## src/rtl/lofi_pkg.sv

```systemverilog
package lofi_pkg;

   typedef enum logic {
      AIS_COMB = 1'b0,
      AIS_REG  = 1'b1
   } ais_timing_e;

   // Width needed to count 0 .. win-1
   function automatic int unsigned win_cnt_width(input int unsigned win);
      return (win <= 2) ? 1 : $clog2(win);
   endfunction

endpackage

```

## src/rtl/lofi_chan.sv

```systemverilog
module lofi_chan #(
   parameter int unsigned WIN = 28
) (
   input  logic clk,
   input  logic rst_n,
   input  logic tick,
   input  logic oof,
   output logic lof
);
   import lofi_pkg::*;

   localparam int unsigned CW = win_cnt_width(WIN);
   localparam logic [CW-1:0] LAST = CW'(WIN - 1);

   logic [CW-1:0] run_q;
   logic          lof_q;
   logic          disagree;
   logic          window_done;

   assign disagree    = (oof != lof_q);
   assign window_done = disagree && tick && (run_q == LAST);

   always_ff @(posedge clk) begin
      if (!rst_n) begin
         run_q <= '0;
         lof_q <= 1'b0;
      end else if (!disagree) begin
         run_q <= '0;
      end else if (tick) begin
         if (window_done) begin
            run_q <= '0;
            lof_q <= ~lof_q;
         end else begin
            run_q <= run_q + 1'b1;
         end
      end
   end

   assign lof = lof_q;


   lof_only_on_tick_chk: assert property (@(posedge clk) disable iff (!rst_n)
      (lof_q != $past(lof_q)) |-> $past(tick));


   lof_set_needs_full_run_chk: assert property (@(posedge clk) disable iff (!rst_n)
      $rose(lof_q) |-> ($past(oof) && $past(run_q) == LAST));


   lof_clear_needs_full_run_chk: assert property (@(posedge clk) disable iff (!rst_n)
      $fell(lof_q) |-> (!$past(oof) && $past(run_q) == LAST));


   run_in_range_chk: assert property (@(posedge clk) disable iff (!rst_n)
      run_q <= LAST);

endmodule

```

## src/rtl/lofi_ais.sv

```systemverilog
module lofi_ais #(
   parameter int unsigned         NUM_TRIB = 7,
   parameter lofi_pkg::ais_timing_e TIMING = lofi_pkg::AIS_COMB
) (
   input  logic                clk,
   input  logic                rst_n,
   input  logic [NUM_TRIB-1:0] oof,
   input  logic [NUM_TRIB-1:0] lof,
   input  logic                en_oof,
   input  logic                en_lof,
   output logic [NUM_TRIB-1:0] ais
);
   import lofi_pkg::*;

   logic [NUM_TRIB-1:0] want;

   assign want = ({NUM_TRIB{en_oof}} & oof) | ({NUM_TRIB{en_lof}} & lof);

   generate
      if (TIMING == AIS_COMB) begin : g_comb
         assign ais = want;


         ais_quiet_chk: assert property (@(posedge clk) disable iff (!rst_n)
            (!en_oof && !en_lof) |-> (ais == '0));


         ais_covers_lof_chk: assert property (@(posedge clk) disable iff (!rst_n)
            en_lof |-> ((ais & lof) == lof));


         ais_covers_oof_chk: assert property (@(posedge clk) disable iff (!rst_n)
            en_oof |-> ((ais & oof) == oof));
      end else begin : g_reg
         logic [NUM_TRIB-1:0] ais_q;
         always_ff @(posedge clk) begin
            if (!rst_n) ais_q <= '0;
            else        ais_q <= want;
         end
         assign ais = ais_q;


         ais_quiet_chk: assert property (@(posedge clk) disable iff (!rst_n)
            (!en_oof && !en_lof) |=> (ais == '0));


         ais_covers_lof_chk: assert property (@(posedge clk) disable iff (!rst_n)
            en_lof |=> ((ais & $past(lof)) == $past(lof)));
      end
   endgenerate

endmodule

```

## src/rtl/ds2_lof_integrator.sv

```systemverilog
module ds2_lof_integrator #(
   parameter int unsigned           NUM_TRIB = 7,
   parameter int unsigned           WIN      = 28,
   parameter lofi_pkg::ais_timing_e AIS_TIMING = lofi_pkg::AIS_COMB
) (
   input  logic                clk,
   input  logic                rst_n,
   input  logic                frame_tick,
   input  logic [NUM_TRIB-1:0] oof_i,
   input  logic                ais_on_oof_en,
   input  logic                ais_on_lof_en,
   output logic [NUM_TRIB-1:0] lof_o,
   output logic [NUM_TRIB-1:0] ais_req_o
);

   generate
      if (NUM_TRIB < 1) begin : g_bad_trib
         $error("NUM_TRIB must be at least 1");
      end
      if (WIN < 2) begin : g_bad_win
         $error("WIN must be at least 2");
      end
   endgenerate

   logic [NUM_TRIB-1:0] lof_w;

   for (genvar n = 0; n < NUM_TRIB; n++) begin : g_trib
      lofi_chan #(
         .WIN (WIN)
      ) i_chan (
         .clk  (clk),
         .rst_n(rst_n),
         .tick (frame_tick),
         .oof  (oof_i[n]),
         .lof  (lof_w[n])
      );
   end

   lofi_ais #(
      .NUM_TRIB(NUM_TRIB),
      .TIMING  (AIS_TIMING)
   ) i_ais (
      .clk   (clk),
      .rst_n (rst_n),
      .oof   (oof_i),
      .lof   (lof_w),
      .en_oof(ais_on_oof_en),
      .en_lof(ais_on_lof_en),
      .ais   (ais_req_o)
   );

   assign lof_o = lof_w;


   lof_clear_after_reset_chk: assert property (@(posedge clk)
      $rose(rst_n) |-> (lof_o == '0));

endmodule

```

## config.mk

```make
export PLATFORM = sky130hd
export DESIGN_NAME = ds2_lof_integrator
export DESIGN_NICKNAME = d
export VERILOG_FILES = /design/src/rtl/lofi_pkg.sv /design/src/rtl/lofi_chan.sv /design/src/rtl/lofi_ais.sv /design/src/rtl/ds2_lof_integrator.sv
export SDC_FILE = /design/constraint.sdc
export NUM_CORES = 1
export LEC_CHECK = 0
export BUFFER_PORTS_ARGS = -buffer_cell sky130_fd_sc_hd__buf_2
export CAP_MARGIN = 10
export CORE_AREA = 10 10 90 100
export DETAILED_ROUTE_END_ITERATION = 10
export DIE_AREA = 0 0 100 110
export PLACE_DENSITY = 0.56
export SYNTH_ARGS = -nofsm -noshare
export SYNTH_HDL_FRONTEND = slang
export SYNTH_SLANG_ARGS = --single-unit
```

## constraint.sdc

```tcl
create_clock -name clk -period 1.54 [get_ports clk]
set_input_delay 0.308 -clock clk [delete_from_list [all_inputs] [get_ports clk]]
set_output_delay 0.308 -clock clk [all_outputs]
set_load 0.005 [all_outputs]
```

==> Word-level counts from Yosys, hierarchy flattened <==
Cells that the tools add are included.
{ "classes": {"mux": 7, "add_sub_neg": 7, "eq_ne": 14, "reduce_logical": 28, "n_bitwise": 10} }
{ "op_table": {"columns": ["op", "n"], "rows": [
  ["$add 5x1->5 const B", 7],
  ["$eq 5x5->1 const B", 7],
  ["$mux 5", 7],
  ["$reduce_and 3->1", 7],
  ["$and 7x7->7", 2],
  ["$logic_and 1x1->1", 14],
  ["$reduce_and 2->1", 7],
  ["$ne 1x1->1", 7],
  ["$not 1->1", 7],
  ["$or 7x7->7", 1]
]} }
{ "totals": {"reg_bits": 42, "input_bits": 12, "word_cells": 80} }

==> Longest topological paths before layout <==
{ "logic_depth": {"word_depth": 4, "ltp_mapped": 4, "depth_no_buf": 4} }

==> By module <==
A second synthesis with hierarchy kept.
{ "hier_totals": {"cells_unflattened": 203, "hier_area_um2": 2014.4} }
{ "by_module_without_submodules": {"columns": ["module", "area_per_inst_um2", "seq_area_each_um2", "n_inst", "cells_per_inst"], "rows": [
  ["lofi_chan", 279.0, 120.1, 7, 28],
  ["lofi_ais", 61.3, 0.0, 1, 7]
]} }

==> Least setup slack after synthesis <==
No wires, ideal clock.
{ "synth_timing": {"path_type": "reg-to-reg", "startpoint": "reg g_trib[6].i_chan.run_q[0]", "endpoint": "reg g_trib[6].i_chan.lof_q", "path_stages_with_launch": 5, "slack_ps": 358, "period_less_slack_ps": 1182, "arrival_ps": 1112, "required_time_ps": 1470, "cell_sequence": "dfxtp_1 ha_1 nand4b_1 or3_1 a21oi_1"} }
{ "synth_via": {"elab_chain_len": 3} }
{ "synth_rtl": {"columns": ["element", "line", "text"], "rows": [
  ["from (decl)", "lofi_chan.sv:15", "logic [CW-1:0] run_q;"],
  ["from (signal assigned)", "lofi_chan.sv:34", "run_q <= run_q + 1'b1;"],
  ["$eq 5x5->1", "lofi_chan.sv:21", "assign window_done = disagree && tick && (run_q == LAST);"],
  ["$logic_and 1x1->1", "lofi_chan.sv:21", null],
  ["$reduce_and 3->1 (no line)", null, null],
  ["to (signal assigned)", "lofi_chan.sv:32", "lof_q <= ~lof_q;"],
  ["to (decl)", "lofi_chan.sv:16", "logic lof_q;"]
]} }
Every way passes these cells.
A chain may end at the register's enable or synchronous reset.

==> Worst setup path in the final report <==
Same ends and word-level chain as after synthesis.

==> results.cfg <==
[status]
status = completed

[critical_path]
r2r_slack_ns = 0.21
crit_slowest_cell = dfxtp_1
crit_path_start_kind = flip-flop
cp-end-kind = flip-flop
r2r-end = g_trib[6].i_chan.lof
cpPeakStageDelay_ns = 0.37
critPathArrivalTime_ns = 1.55
reg2reg_depth = 4
r2r_start = g_trib[6].i_chan.run_q[0]
required_ns = 1.76
crit_path_cell_trace = ha_1, nand4b_1, or3_1, a21oi_1
crit_path_max_fanout = 5
critical_path_class = flip-flop to flip-flop

[cts]
post_cts_buffers = 0
cts_buffers = 5
cts_resized = 0
root_buffer = clkbuf_8
cts_buffer_depth = 2
htree_num_levels = 2
cts_tree = done
cts.clk_slew.worst_paths_ns = 0.08
clkLatencyLatePin_ns = 0.29
clock-sinks = 42
hold_buffers = 0

[yosys]
seq_area_frac_synth = 0.4143
avgSynthCellArea_sq_um = 8.901
syn_inst = 228
syn_area_sq_um = 2029
ys_ff_latch = 42
synth_area_leaders = dfxtp_1 41%, xor2_1 8.2%, nor2_1 4.6%
synth.top_cell.area_share = 0.4143
synth_warnings = 0
synth_most_common_cell = dfxtp_1
synth_common_cells = 42 x dfxtp_1, 25 x nor2_1, 24 x nand2_1
async_reset_ff_frac = 0
synth_edf_count = 0
synth_largest_area_cell = dfxtp_1
syn_nets = 247
yosysUniqueCellTypes = 25
ys.flop_type = dfxtp_1

[sta]
period_needed_ns = 1.332
fmax_mhz = 751.0
setup_ws_ns = 0.2084
finalSetupViolCount = 0
finClkSkew_ns = 0.008150
hold_viol = 0
period_share = 0.8647
whs_ns = 0.3134
tns_ns = 0
worst_pin_slew_ns = 0.3542
rsz0062_at_grt = no
slew_violations = 0
max_slew_margin = 0.7639

[final_layout]
final_area_sq_um = 2320
final_nets = 274
final_util = 0.3349
instances_no_fill = 341
drive_above_1_share = 0.1563
diodes = 0
area_growth_pct = 14.30
fillCellCount = 724

[hold_path]
hold_end = g_trib[5].i_chan.lof
hold_depth = 3
holdCritStartpoint = oof_i[5]
hold_class = primary input to flip-flop

[global_route]
gr-total-overflow = 0
grt_pass1_vias = 1502
grt_max_degree = 19
grt_pass1_wl_um = 6831
grt_usage = 0.07692
antenna_found_initial = 0

[drt]
drc = 0
dr.pass1.iters = 4
viasPerCell = 4.786
ant_nets = 0
wl_per_cell_um = 12.30
drt_wl_total_um = 4194
drt_iter0_drc = 54
route.vias.total = 1632

[placed_design]
dp_slack_ns = 0.1892
place_area_sq_um = 2228
port_buffers = 25
dp_hpwl_um = 3126
place_congestion = 0.7441
place_inst = 333

[die]
design.core.area_sq_um = 6927
die_x_um = 100
die_area_sq_um = 11000
start_util = 0.2930
die_h_um = 110
io_pins = 26
rows = 32

[power_and_ir_drop]
max-vdd-ir-drop_uv = 402.9
total_power_mw = 1.996
power_leakage_nw = 0.9307
power.density_nw_per_um2 = 860.6

[flow_run]
maxCapViolations = 0
## cell families after synthesis
group,synth area share
buf+inv,0.04747
xor+xnor,0.1079
flops,0.4143
mux,0.03453
fa+ha+maj,0.04315
compound gates,0.1165
simple gates,0.2361
## worst max-delay path: cells and delay by family (launching register included)
family,cells,cell delay [ns]
fa+ha+maj,1,0.21
compound gates,1,0.12
simple gates,2,0.57
flops,1,0.37
## how the worst max path moves through the flow
stage	start	slack (ns)	depth (start not counted)	endpoint
3_5_place_dp	frame_tick	0.19	4	g_trib[1].i_chan.run_q[3]
5_1_grt	g_trib[6].i_chan.run_q[0]	0.06	4	g_trib[6].i_chan.lof
2_1_floorplan	g_trib[6].i_chan.run_q[0]	0.36	4	g_trib[6].i_chan.lof
4_1_cts	g_trib[6].i_chan.lof	0.21	2	ais_req_o[6]
6_report	g_trib[6].i_chan.run_q[0]	0.21	4	g_trib[6].i_chan.lof
3_3_place_gp	frame_tick	0.20	4	g_trib[6].i_chan.run_q[3]
## layout by cell type, fill, tap and decap left out, types with 7 or more instances in the layout
master | synthesis | routed
a21oi_1 | 16 | 16
a22o_1 | 7 | 7
buf_2 | 2 | 25
buf_4 | 10 | 7
dfxtp_1 | 42 | 42
ha_1 | 7 | 7
mux2i_1 | 7 | 7
nand2_1 | 24 | 24
nand3_1 | 10 | 10
nand3b_1 | 7 | 7
nand4b_1 | 7 | 7
nor2_1 | 25 | 25
o21ai_0 | 7 | 7
xor2_1 | 19 | 19
## state kept, by name, summed over array words and instances, names as in the netlist
name and cells:
g_trib.i_chan.run_q 35, g_trib.i_chan.lof 7
## power breakdown
group          leakage (nW)  internal (mW)  switching (mW)
Clock                0.0482          0.362           0.371
Sequential            0.339           1.10          0.0114
Combinational         0.543         0.0676          0.0866
Total                 0.931           1.53           0.469
## routing by layer
metal | GRT usage | wire length, um
met5 | 0 | 0
met4 | 0.03636 | 68
met3 | 0.02740 | 273
met2 | 0.1203 | 1766
met1 | 0.09275 | 2086
## cell type report
cell class	instances	area (sq um)	area share
multi-input cells	171	1092	0.4709
flip-flops and latches	42	840.8	0.3625
repair buffers	32	177.7	0.07659
well taps	85	106.4	0.04585
clock buffers	7	86.33	0.03722
inverters	3	11.26	0.004854
clock inverters	1	5.005	0.002158
No activity file was read; power rests on OpenSTA's default activity.
